$ cat src/rtl/fecb_pkg.sv
package fecb_pkg;

  // parity width is fixed by the generator polynomial
  localparam int P_BITS = 32;
  // x^23 + x^21 + x^11 + x^2 + 1 (x^32 is implicit)
  localparam logic [P_BITS-1:0] GEN_TAPS = 32'h00A0_0805;

  // scrambler: x^58 + x^39 + 1, seed alternates starting with 1 at the top stage
  localparam int PN_W = 58;
  localparam int PN_TAP = 38;
  localparam logic [PN_W-1:0] PN_SEED = 58'h2AA_AAAA_AAAA_AAAA;

  typedef enum logic [1:0] {
    ST_WAIT = 2'd0,
    ST_MSG  = 2'd1,
    ST_PAR  = 2'd2
  } enc_st_t;

  // one message bit into the systematic division register
  function automatic logic [P_BITS-1:0] par_absorb(input logic [P_BITS-1:0] r, input logic b);
    logic fb;
    fb = b ^ r[P_BITS-1];
    return {r[P_BITS-2:0], 1'b0} ^ ({P_BITS{fb}} & GEN_TAPS);
  endfunction

  // current scrambler output bit
  function automatic logic pn_out(input logic [PN_W-1:0] s);
    return s[PN_W-1] ^ s[PN_TAP];
  endfunction

  // scrambler advance by one bit
  function automatic logic [PN_W-1:0] pn_next(input logic [PN_W-1:0] s);
    return {s[PN_W-2:0], pn_out(s)};
  endfunction

endpackage

$ cat src/rtl/fecb_ctl.sv
module fecb_ctl
  import fecb_pkg::*;
#(
  parameter int WORDS  = 32,
  parameter int WORD_W = 65
) (
  input  logic    clk,
  input  logic    rst,
  input  logic    accept,
  output enc_st_t st,
  output logic    cw_end
);

  localparam int SPAN  = (WORD_W > P_BITS) ? WORD_W : P_BITS;
  localparam int BCW   = $clog2(SPAN);
  localparam int WCW   = (WORDS > 1) ? $clog2(WORDS) : 1;

  logic [BCW-1:0] bcnt;
  logic [WCW-1:0] wcnt;
  logic word_last_bit;
  logic last_word;

  assign word_last_bit = (bcnt == BCW'(WORD_W - 1));
  assign last_word     = (wcnt == WCW'(WORDS - 1));
  assign cw_end        = (st == ST_PAR) && (bcnt == BCW'(P_BITS - 1));

  always_ff @(posedge clk) begin
    if (rst) begin
      st   <= ST_WAIT;
      bcnt <= '0;
      wcnt <= '0;
    end else begin
      unique case (st)
        ST_WAIT: begin
          if (accept) begin
            st   <= ST_MSG;
            bcnt <= '0;
          end
        end
        ST_MSG: begin
          if (word_last_bit) begin
            bcnt <= '0;
            if (last_word) begin
              wcnt <= '0;
              st   <= ST_PAR;
            end else begin
              wcnt <= wcnt + 1'b1;
              st   <= ST_WAIT;
            end
          end else begin
            bcnt <= bcnt + 1'b1;
          end
        end
        ST_PAR: begin
          if (cw_end) begin
            bcnt <= '0;
            st   <= ST_WAIT;
          end else begin
            bcnt <= bcnt + 1'b1;
          end
        end
        default: st <= ST_WAIT;
      endcase
    end
  end

endmodule

$ cat src/rtl/fecb_parity_lfsr.sv
module fecb_parity_lfsr
  import fecb_pkg::*;
(
  input  logic              clk,
  input  logic              rst,
  input  logic              clr,
  input  logic              absorb,
  input  logic              drain,
  input  logic              din,
  output logic              par_msb,
  output logic [P_BITS-1:0] par_q
);

  logic [P_BITS-1:0] r;

  always_ff @(posedge clk) begin
    if (rst || clr) begin
      r <= '0;
    end else if (absorb) begin
      r <= par_absorb(r, din);
    end else if (drain) begin
      r <= {r[P_BITS-2:0], 1'b0};
    end
  end

  assign par_msb = r[P_BITS-1];
  assign par_q   = r;

endmodule

$ cat src/rtl/fecb_pn_gen.sv
module fecb_pn_gen
  import fecb_pkg::*;
(
  input  logic            clk,
  input  logic            rst,
  input  logic            restart,
  input  logic            adv,
  output logic            pn_bit,
  output logic [PN_W-1:0] pn_q
);

  logic [PN_W-1:0] s;

  always_ff @(posedge clk) begin
    if (rst || restart) begin
      s <= PN_SEED;
    end else if (adv) begin
      s <= pn_next(s);
    end
  end

  assign pn_bit = pn_out(s);
  assign pn_q   = s;

endmodule

$ cat src/rtl/fecb_encoder.sv
module fecb_encoder
  import fecb_pkg::*;
#(
  parameter int WORDS = 32,
  parameter int PAY_W = 64
) (
  input  logic             clk,
  input  logic             rst,
  input  logic             in_valid,
  input  logic [PAY_W+1:0] in_blk,
  output logic             in_ready,
  output logic             out_valid,
  output logic             out_bit
);

  localparam int WORD_W = PAY_W + 1;

  enc_st_t           st;
  logic              cw_end;
  logic              accept;
  logic              in_msg;
  logic              in_par;
  logic [WORD_W-1:0] word_sh;
  logic              msg_bit;
  logic              par_msb;
  logic              pn_bit;
  logic [P_BITS-1:0] par_state;
  logic [PN_W-1:0]   pn_state;

  assign in_ready  = (st == ST_WAIT);
  assign accept    = in_valid && in_ready;
  assign in_msg    = (st == ST_MSG);
  assign in_par    = (st == ST_PAR);
  assign out_valid = in_msg || in_par;

  fecb_ctl #(
    .WORDS (WORDS),
    .WORD_W(WORD_W)
  ) u_ctl (
    .clk   (clk),
    .rst   (rst),
    .accept(accept),
    .st    (st),
    .cw_end(cw_end)
  );

  // word shifter: bit 0 is the transcode bit, then payload LSB first
  always_ff @(posedge clk) begin
    if (rst) begin
      word_sh <= '0;
    end else if (accept) begin
      word_sh <= {in_blk[PAY_W-1:0], in_blk[PAY_W+1]};
    end else if (in_msg) begin
      word_sh <= {1'b0, word_sh[WORD_W-1:1]};
    end
  end

  assign msg_bit = word_sh[0];

  fecb_parity_lfsr u_par (
    .clk    (clk),
    .rst    (rst),
    .clr    (cw_end),
    .absorb (in_msg),
    .drain  (in_par),
    .din    (msg_bit),
    .par_msb(par_msb),
    .par_q  (par_state)
  );

  fecb_pn_gen u_pn (
    .clk    (clk),
    .rst    (rst),
    .restart(cw_end),
    .adv    (out_valid),
    .pn_bit (pn_bit),
    .pn_q   (pn_state)
  );

  assign out_bit = (in_msg ? msg_bit : par_msb) ^ pn_bit;

endmodule

$ cat config.mk
export PLATFORM = sky130hd
export DESIGN_NAME = fecb_encoder
export DESIGN_NICKNAME = d
export VERILOG_FILES = /design/src/rtl/fecb_pkg.sv /design/src/rtl/fecb_ctl.sv /design/src/rtl/fecb_parity_lfsr.sv /design/src/rtl/fecb_pn_gen.sv /design/src/rtl/fecb_encoder.sv
export SDC_FILE = /design/constraint.sdc
export NUM_CORES = 1
export LEC_CHECK = 0
export BUFFER_PORTS_ARGS = -buffer_cell sky130_fd_sc_hd__clkbuf_2
export CORE_MARGIN = 2
export CORE_UTILIZATION = 35
export CTS_BUF_LIST = sky130_fd_sc_hd__clkbuf_16
export DETAILED_ROUTE_END_ITERATION = 16
export PLACE_DENSITY_LB_ADDON = 0.2
export SYNTH_ARGS = -nofsm -noshare
export SYNTH_HDL_FRONTEND = slang
export SYNTH_HIERARCHICAL = 1
export SYNTH_SLANG_ARGS = --single-unit
export TNS_END_PERCENT = 50
$ cat constraint.sdc
create_clock -name clk -period 2.27 [get_ports clk]
set_input_delay 0.3405 -clock clk [delete_from_list [all_inputs] [get_ports clk]]
set_output_delay 0.3405 -clock clk [all_outputs]
set_load 0.01 [all_outputs]
==> results of run 1 <==
flip-flops by register name, indices dropped and copies added (netlist names):
register,flops
u_ctl/bcnt,7
u_par/par_q,32
u_ctl/wcnt,5
u_ctl/st,2
word_sh,65
u_pn/pn_q,58
cell usage in the layout, fill, tap and decap left out, types with 4 or more instances in the layout:
cell / instances
sky130_fd_sc_hd__clkbuf_2: 70
sky130_fd_sc_hd__nand3_1: 7
sky130_fd_sc_hd__nor2_1: 111
sky130_fd_sc_hd__clkbuf_16: 17
sky130_fd_sc_hd__nand2_1: 92
sky130_fd_sc_hd__a21oi_1: 33
sky130_fd_sc_hd__buf_12: 4
sky130_fd_sc_hd__dfxtp_1: 169
sky130_fd_sc_hd__inv_6: 4
sky130_fd_sc_hd__a211oi_1: 68
sky130_fd_sc_hd__inv_1: 9
sky130_fd_sc_hd__mux2i_1: 126
sky130_fd_sc_hd__ha_1: 9
sky130_fd_sc_hd__a31oi_1: 5
sky130_fd_sc_hd__buf_4: 10
sky130_fd_sc_hd__a2111oi_2: 4
report_power, final:
group | switching (W) | internal, W | total, W
Sequential | 0.000313 | 0.00356 | 0.00387
Combinational | 0.00130 | 0.00113 | 0.00243
Clock | 0.00125 | 0.00176 | 0.00301
worst max-delay path, cell delays in order, from the launching register on:
cell	delay, ns
sky130_fd_sc_hd__dfxtp_1	0.40
sky130_fd_sc_hd__ha_1	0.25
sky130_fd_sc_hd__nand4_2	0.21
sky130_fd_sc_hd__nor4b_1	0.56
sky130_fd_sc_hd__or2_1	0.22
sky130_fd_sc_hd__buf_12	0.19
sky130_fd_sc_hd__nor2_1	0.07
per-stage QoR:
step / std cells / hold slack (ns) / area (um2)
final: 1060 / 0.160 / 8200
after global routing: 1060 / 0.171 / 8200
after CTS: 1060 / 0.141 / 8200
after detailed placement: 1028 / 0.444 / 7590
after global placement: 1028 / 0.440 / 7590
after floorplan: 727 / 0.410 / 7090
metal layers:
| layer | global-route usage (%) | vias up |
|---|---|---|
| met3 | 3.00 | 12 |
| met4 | 5.15 | 0 |
| met1 | 16.6 | 2393 |
| met5 | 0 | - |
| met2 | 21.9 | 64 |
| li1 | - | 2634 |
worst max path at each step:
stage	to	slack (ns)	cells after the start
2_1_floorplan	u_par/par_q[24]	0.27	7
3_3_place_gp	u_pn/pn_q[0]	0.36	6
3_5_place_dp	u_pn/pn_q[0]	0.28	6
4_1_cts	out_valid	0.23	3
5_1_grt	u_par/par_q[0]	0.08	6
6_report	u_par/par_q[0]	0.24	6
cell type report:
class | instances | area (um2)
tap | 270 | 338
clock buffer | 17 | 425
clock inverter | 15 | 189
timing repair buffer | 84 | 505
sequential | 169 | 3380
fill | 1997 | 11800
inverter | 9 | 33.8
multi-input combinational | 496 | 3330
==> results.md, run 1 <==
- The run finished with clean final reports.
- Total power for the finished layout comes to 0.00932 W.
- Each instance of the synthesized netlist takes up on average 9.75 um2.
- The final critical-path setup slack is between 0.2 and 0.25 ns.
- The number of optimization iterations in the first detailed-route pass is 4.
- OpenSTA, run right after detailed placement, puts the worst setup slack at around 0.28 ns.
- The number of buffers inserted by post-CTS setup repair is 0.
- The area of the placeable core is 0.0200 mm2.
- Setup repair after global routing left no endpoint under its margin.
- The reg-to-reg setup timing slack is approximately 0.24 ns.
- Of all nets on the critical path, the largest fanout is 32.
- The number of nets in the synthesized netlist is 807.
- The root buffer selected by CTS is sky130_fd_sc_hd__clkbuf_16.
- The final clock period utilization by the worst path is 89.4%.
- Counting every sink on the clock net gives 169.
- Entering global routing, the biggest net connects 93 pins.
- The launch instance of the worst register-to-register path is u_ctl/bcnt[1].
- The standard-cell row count is 52.
- The endpoint arrival time on the critical path is 2.33 ns.
- The H-tree was split into 4 levels.
- The first-pass GRT wire length is 23.5 mm.
- Measured along the y axis, the die boundary spans 146 um.
- For this block, the routed nets add up to 13.6 mm of wire.
- At the pin with the least slew margin, the transition time is 0.665 ns.
- The CTS clock-pin slew for the worst setup and hold paths is about 0.070 ns.
- Port buffering added 70 buffers.
- The quantity of gates resized following cts is 0.
- The worst hold endpoint is word_sh[64].
- The startpoint identified for the worst hold timing path is in_blk[63].
- Signal routing reaches up to met4.
- The worst IR drop on VDD is 0.519 mV.
- In the detailed route, the total length drawn on met3 is 434 um.
- The worst path needs approximately 2.0 ns of the cycle, external delays included.
- The number of global-route vias before repair was slightly above 5000.
- Across the run, the number of max-cap violations was 0.
- The type of the most critical hold path is in2reg.
- For this run, design rule violations remaining after detail routing come to 0.
- TritonCTS built the clock tree.
- The final max-slew violation count is 0.
- Summing every instance area after synthesis gives 0.00709 mm2.
- The global routing usage summed across all routing layers is 13.1%.
- The final-report setup violation count is 0.
- The total count of hold-check failures in the final report is 0.
- STA classifies the critical path endpoint as a register.
- The area enclosed by the die boundary is 0.0214 mm2.
- In this run the deepest clock path goes through 2 buffers.
- The critical path start-end classification is reg2reg.
- The worst-skew pair later-pin latency is about 0.42 ns.
- Derived from the worst setup path, the maximum achievable clock frequency is 493 MHz.
- The endpoint identified for the worst register-to-register timing path is u_par/par_q[0].
- After detailed routing, the wire length on met1 is 6.59 mm.
- The number of hold buffers added after CTS was 0.
- Of the cells placed in the final design, the portion with a size suffix greater than 1 is about 17%.
- 72 I/O pins were placed.
- The final layout contains 857 nets.
- The half-perimeter wire length of the detailed placement result is between 8 and 9 mm.
- Once layout is complete, the utilization of the core stands at a little over 40%.
- The remaining max-slew budget at the tightest pin is 55.7%.
- The routed wire length per instance is around 13 um.
- For the final routed database, the setup TNS stands at 0 ns.
- The total CTS buffers is 17.
- The detailed router placed a little over 5000 vias in this run.
- The count of warnings emitted by yosys is 6.
- The total overflow reported by the global router is 0.
- After detailed routing, the number of vias per cell comes to 4.81.
- In this run the power density over the cells is 1140 mW/mm2.
- In this run the static leakage power is 3.13 nW.
- The horizontal die dimension is 146 um.
- For the worst setup path, the data required time is around 2.6 ns.
- The initial utilization of the core area, before any placement, comes to a little over a third.
- The violation count after the first detailed-routing iteration is 293.
- After technology mapping, the gate count stands at 727.
- The repair_antennas step left the layout with diodes totalling 0.
- The detail route stage leaves a number of antenna-violating nets equal to 0.
- The launch point of the worst path is u_ctl/bcnt[1].
- The number of antenna violations at the first check in global routing came to 0.
- Counting cells, the worst reg-to-reg path comes to 6.
- The kind of start point of the critical path is a register.
- Summed over all nets, wire length on met2 after detailed routing comes to 6.39 mm.
- Compared with the post-synthesis result, the final layout area differs by 15.7%.
- At the end of routability-driven placement, the weighted congestion stood at 0.753.
- Across the routed clock network, the largest skew measured is approximately 0.0091 ns.
- The worst hold path depth is 3.
(Power assumes the default switching activity.)
==> run 2: changes to the inputs <==
Settings changed: BUFFER_PORTS_ARGS -buffer_cell sky130_fd_sc_hd__clkbuf_2 to unset, DONT_BUFFER_PORTS set to 1.
==> results.md, run 2 (synthesis results as in run 1) <==
- TritonCTS built the clock tree.
- For the final routed database, the setup TNS stands at 0 ns.
- Hold repair after CTS inserted 2 buffers.
- The standard-cell row count is 52.
- Across all register-to-register paths, the minimum setup slack is 0.29 ns.
- The measured slew at the worst slew-check pin is 0.649 ns.
- The wire length on met1 is 6.56 mm.
- The total CTS buffers is 17.
- The number of max-cap violations is 0.
- 0 antenna diodes ended up in the layout.
- The worst IR drop on VDD is 0.490 mV.
- Entering global routing, the biggest net connects 129 pins.
- The maximum clock frequency is 496 MHz.
- The initial utilization of the core area, before any placement, comes to 35.4%.
- Buffers added to address setup during post-CTS repair amount to 0.
- The tightest min-delay check is of the in2reg type.
- The endpoint arrival time on the critical path is 1.67 ns.
- The total number of clock tree sinks is ~170.
- The highest net fanout along the worst path is 19.
- The net total in the final layout is 784.
- The number of flip-flops in the largest register is 65.
- The number of antenna violations at the first check in global routing was 0.
- From bottom edge to top edge, the die measures 146 um.
- In this run the critical register-to-register path is captured at u_par/par_q[5].
- The worst hold endpoint is word_sh[64].
- The endpoint class of the critical path is an output port.
- In this run, the number of DRC markers left after iteration 0 of detailed routing was 257.
- The worst setup path is of the reg2out kind.
- Summing all non-filler instances in the final layout gives an area of 0.00789 mm2.
- The routed wire length per instance is about 14 um.
- The flow ran to the end, and the final reports show no timing, DRC or antenna violations.
- At the worst endpoint, the required time is 1.93 ns.
- The detailed-routed wire length on met2 is 6.19 mm.
- The most flop-heavy register is word_sh.
- The weighted congestion at the end of routability-driven global placement is 0.746.
- The area enclosed by the die boundary is approximately 0.021 mm2.
- Setup repair after global routing left no endpoint under its margin.
- The number of cells on the worst reg-to-reg path is 6.
- The clock passes through at most 2 buffers.
- Using the TritonRoute via totals, the vias-per-cell ratio works out to 4.90.
- The first detailed-routing pass took 4 iterations.
- The total count of hold-check failures in the final report is 0.
- The number of I/O pins is 72.
- The region available for standard cell placement spans 0.0200 mm2.
- From synthesis to final layout, the design area changed by 11.2%.
- After detailed routing, the number of remaining DRC violations is 0.
- The total power is 0.00920 W.
- The total overflow reported by the global router is 0.
- The first-pass GRT wire length is 22.8 mm.
- The final routed wirelength across all metal layers is roughly 13 mm.
- The half-perimeter wire length of the detailed placement result is 8.31 mm.
- The total leakage power is roughly 2.8 nW.
- The most common cell after layout, fill and taps aside is sky130_fd_sc_hd__dfxtp_1.
- The quantity of gates resized following cts is 0.
- The ratio of cells with drive above 1 in the final layout is 8.09%.
- The beginning of the worst hold path is in_blk[63].
- Clock tree synthesis selected as its root buffer the cell sky130_fd_sc_hd__clkbuf_16.
- The total met3 wirelength after detailed routing is 471 um.
- The worst-skew pair later-pin latency is around 0.42 ns.
- The final max-slew violation count was 0.
- The H-tree depth is 4.
- The worst setup path is launched from a register.
- The top cell types in the final layout, fill and taps aside, are sky130_fd_sc_hd__dfxtp_1 (169), sky130_fd_sc_hd__mux2i_1 (126), sky130_fd_sc_hd__nor2_1 (111).
- The uppermost signal routing layer after detailed routing is met4.
- The CTS clock-pin slew for the worst setup and hold paths is 0.07 ns.
- The final clock period utilization by the worst path is 88.8%.
- Across the routed clock network, the largest skew measured is slightly below 0.01 ns.
- The global routing usage summed across all routing layers is 12.9%.
- Across all layers, the routed design uses just under 5000 vias.
- The time the worst path needs with I/O delays and setup is roughly 2.0 ns.
- The worst hold path depth is 2.
- The placed instances occupy a cell area of 0.00722 mm2.
- The power density relative to cell area is around 1200 mW/mm2.
- Once detail routing completed, the nets flagged for antenna violations numbered 0.
- The worst register-to-register path begins at u_ctl/bcnt[1].
- The die is 146 um wide.
- During placement, the flow inserted port buffers numbering 0.
- Setup violations remaining at the end of the flow were counted as 0.
- The number of global-route vias before repair is 4767.
- Measured against its own limit, the worst slew margin works out to 55.5%.
-- run 2: worst max-delay path: stages, from the launching register on --
cell	delay [ns]
sky130_fd_sc_hd__dfxtp_1	0.45
sky130_fd_sc_hd__inv_1	0.13
sky130_fd_sc_hd__ha_4	0.45
sky130_fd_sc_hd__buf_12	0.22
-- run 2: routing by layer --
| metal | track usage (%) | up-vias |
|---|---|---|
| met4 | 4.37 | 0 |
| met2 | 20.9 | 68 |
| li1 | - | 2480 |
| met3 | 3.59 | 12 |
| met5 | 0 | - |
| met1 | 16.5 | 2276 |
-- run 2: worst max-delay path by stage --
stage                            endpoint     startpoint  slack (ns)
final                           out_valid    u_ctl/st[0]        0.26
after global routing       u_par/par_q[5]  u_ctl/bcnt[1]        0.07
after CTS                       out_valid    u_ctl/st[0]        0.22
after detailed placement    u_pn/pn_q[18]  u_ctl/bcnt[1]        0.25
after global placement     u_par/par_q[2]  u_ctl/bcnt[1]        0.34
after floorplan           u_par/par_q[24]  u_ctl/bcnt[1]        0.27
-- run 2: final cells by class --
type                    count  area, um2
flip-flops and latches    169       3380
multi-input cells         496       3330
clock buffers              17        425
inverters                   9       33.8
fillers                  2018      12200
well taps                 270        338
repair buffers             11        190
clock inverters            15        189
-- run 2: report_power, final --
group	switching [W]	internal (W)
Sequential	0.000309	0.00356
Combinational	0.00129	0.00110
Clock	0.00127	0.00167
-- run 2: metrics by stage --
stage	cells	hold WS, ns	setup WS, ns	util (%)
after floorplan	727	0.410	0.271	-
after CTS	987	0.0383	0.216	39.3
final	987	0.0661	0.255	39.3
after detailed placement	953	0.443	0.251	36.0
after global routing	987	0.0469	0.0727	39.3
after global placement	953	0.439	0.342	36.0
==> run 3: changes to the inputs <==
Settings changed: ABC_AREA set to 1.
==> results.md, run 3 <==
- The flow ran to the end, and the final reports show no timing, DRC or antenna violations.
- The final routed wirelength across all metal layers is ~17 mm.
- The synthesis-to-layout area growth is 8.24%.
- The routed layout has 6603 vias.
- The number of optimization iterations in the first detailed-route pass is 4.
- The number of global-route vias before repair was approximately 6000.
- The total overflow reported by the global router is 0.
- For this design, the sink count on the clock tree is around 170.
- The Yosys step of the flow raised 6 warnings.
- The floorplan step set the die height to around 150 um.
- slightly above 70 I/O pins were placed.
- The post-synthesis average cell area is 6.87 um2.
- On the final layout, the worst hold slack is between 0.06 and 0.07 ns.
- The endpoint arrival time on the critical path is 1.66 ns.
- Once detail routing completed, the nets flagged for antenna violations numbered 0.
- The final-report setup violation count is 0.
- The number of flip-flops in the largest register is 65.
- When the netlist entered floorplanning its net count stood at 1214.
- The most flop-heavy register is word_sh.
- In this run the clock root is driven by a sky130_fd_sc_hd__clkbuf_16.
- The data required time at the worst endpoint is ~1.9 ns.
- The net total in the final layout is 1171.
- VDD sags by at most 0.592 mV.
- The measured slew at the worst slew-check pin is roughly 0.74 ns.
- The met3 usage is under 10%.
- The total power is 0.0106 W.
- The multi-input combinational cells in the finished layout cover a total of approximately 0.0035 mm2.
- The floorplan step set the die width to 153 um.
- The power density relative to cell area is 1260 mW/mm2.
- The top cell types in the final layout, fill and taps aside, are sky130_fd_sc_hd__nand2_1 (404), sky130_fd_sc_hd__dfxtp_1 (169), sky130_fd_sc_hd__nand3_1 (168).
- The kind of start point of the critical path is a register.
- Broken down by cell family, the worst path's largest delay share belongs to buffers and inverters.
- The half-perimeter wire length of the detailed placement result is 9.56 mm.
- Dividing the detail-routed via count by the number of cells gives 4.77.
- The first-pass GRT wire length is 28.8 mm.
- The H-tree depth is 4.
- The critical path goes through inv_1 > ha_2 > buf_4.
- The critical path start-end classification is reg2out.
- For met2 alone, demand over resource in global routing was between 20% and 30%.
- After synthesis the cells add up to 0.00779 mm2.
- For this design, the slowest cell found on the critical path is sky130_fd_sc_hd__buf_4.
- The reg-to-reg setup timing slack is 0.41 ns.
- The number of buffers and inverters on the critical path is 2.
- The core region is 0.0218 mm2.
- Of the available clock period, the critical path in the final layout requires around nine tenths.
- The quantity of gates resized following cts is 0.
- The number of antenna violations at the first check in global routing is 0.
- The total leakage power is between 3 and 4 nW.
- Dividing the detail-routed wire length by the instance count gives 12.1 um.
- The setup TNS is 0 ns.
- The clock skew after layout is between 0.009 and 0.01 ns.
- Clock-pin slew was measured on the worst setup and hold paths at 0.06 ns.
- The most common cell after layout, fill and taps aside is sky130_fd_sc_hd__nand2_1.
- The worst path needs 2.00 ns of the cycle, external delays included.
- The number of fillers in the final layout is 2344.
- The final max-slew violation count is 0.
- The ratio of cells with drive above 1 in the final layout is roughly 5.7%.
- In this run the most used layer during global routing was met2.
- The area enclosed by the die boundary is 0.0235 mm2.
- TritonCTS built the clock tree.
- The worst setup path is captured at an output port.
- The weighted congestion at the end of routability-driven global placement is roughly 0.73.
- For the worst-skew pair, the clock arrives at the later sink with an insertion delay of approximately 0.42 ns.
- For this run, design rule violations remaining after detail routing come to 0.
- The total CTS buffers is 17.
- The remaining max-slew budget at the tightest pin is around half.
- The post-route core utilization is between 30% and 40%.
- The tightest min-delay check is of the in2reg type.
- The total count of hold-check failures in the final report is 0.
- The delay of the slowest cell on the worst path is between 0.5 and 0.6 ns.
- Once the floorplan was initialized, standard cells occupied 35.7% of the core.
- The cell count after synthesis is 1134.
- In the global route stage, met1 resource usage came out at 19.0%.
- The global routing usage summed across all routing layers is between 10% and 20%.
- The maximum clock frequency is 500 MHz.
- The violation count after the first detailed-routing iteration is 425.
- Registers take 0.00338 mm2.
- The longest clock path from root to sink contains 2 buffers.
- The antenna cell count is 0.
- Across the run, the number of max-cap violations was 0.
- The floorplan has 54 rows.
- Setup repair after global routing left no endpoint under its margin.
- The maximum number of pins on one net before global-route repair is 123.
- The highest net fanout along the worst path is between 60 and 70.
- The count of buffers added on input and output ports is 0.
-- run 3: per-layer routing --
layer	routed length [um]	part of all wire, %
met1	8330	50
met2	7660	46
met3	577	3.4
met4	229	1.4
met5	0	0
-- run 3: final timing paths --
check	cells past startpoint	start	to
max reg2reg	9	u_ctl/bcnt[0]	u_pn/pn_q[28]
min	2	in_blk[63]	word_sh[64]
min reg2reg	2	u_pn/pn_q[17]	u_pn/pn_q[17]
max	3	u_ctl/st[0]	in_ready
-- run 3: power breakdown --
group / switching, W / leakage, nW / total, W / internal (W)
Sequential: 0.000390 / 1.39 / 0.00417 / 0.00378
Clock: 0.00127 / 0.290 / 0.00292 / 0.00165
Combinational: 0.00238 / 2.01 / 0.00353 / 0.00115
-- run 3: timing repair --
action                    CTS  global route
hold buffers                2             0
hold endpoints to repair   67             0
setup buffers               0             0
-- run 3: stage by stage --
stage / cells / instance area, um2 / worst slack [ns]
6_report: 1384 / 8430 / 0.269
5_1_grt: 1384 / 8430 / 0.114
4_1_cts: 1384 / 8430 / 0.209
3_5_place_dp: 1350 / 7800 / 0.448
3_3_place_gp: 1350 / 7800 / 0.473
2_1_floorplan: 1134 / 7790 / 0.545
-- run 3: layout make-up --
cell class | count | area share (%)
clock buffer | 17 | 5.05
sequential | 169 | 40.1
tap | 280 | 4.15
multi-input combinational | 782 | 41.7
clock inverter | 15 | 2.00
inverter | 106 | 4.75
timing repair buffer | 15 | 2.20
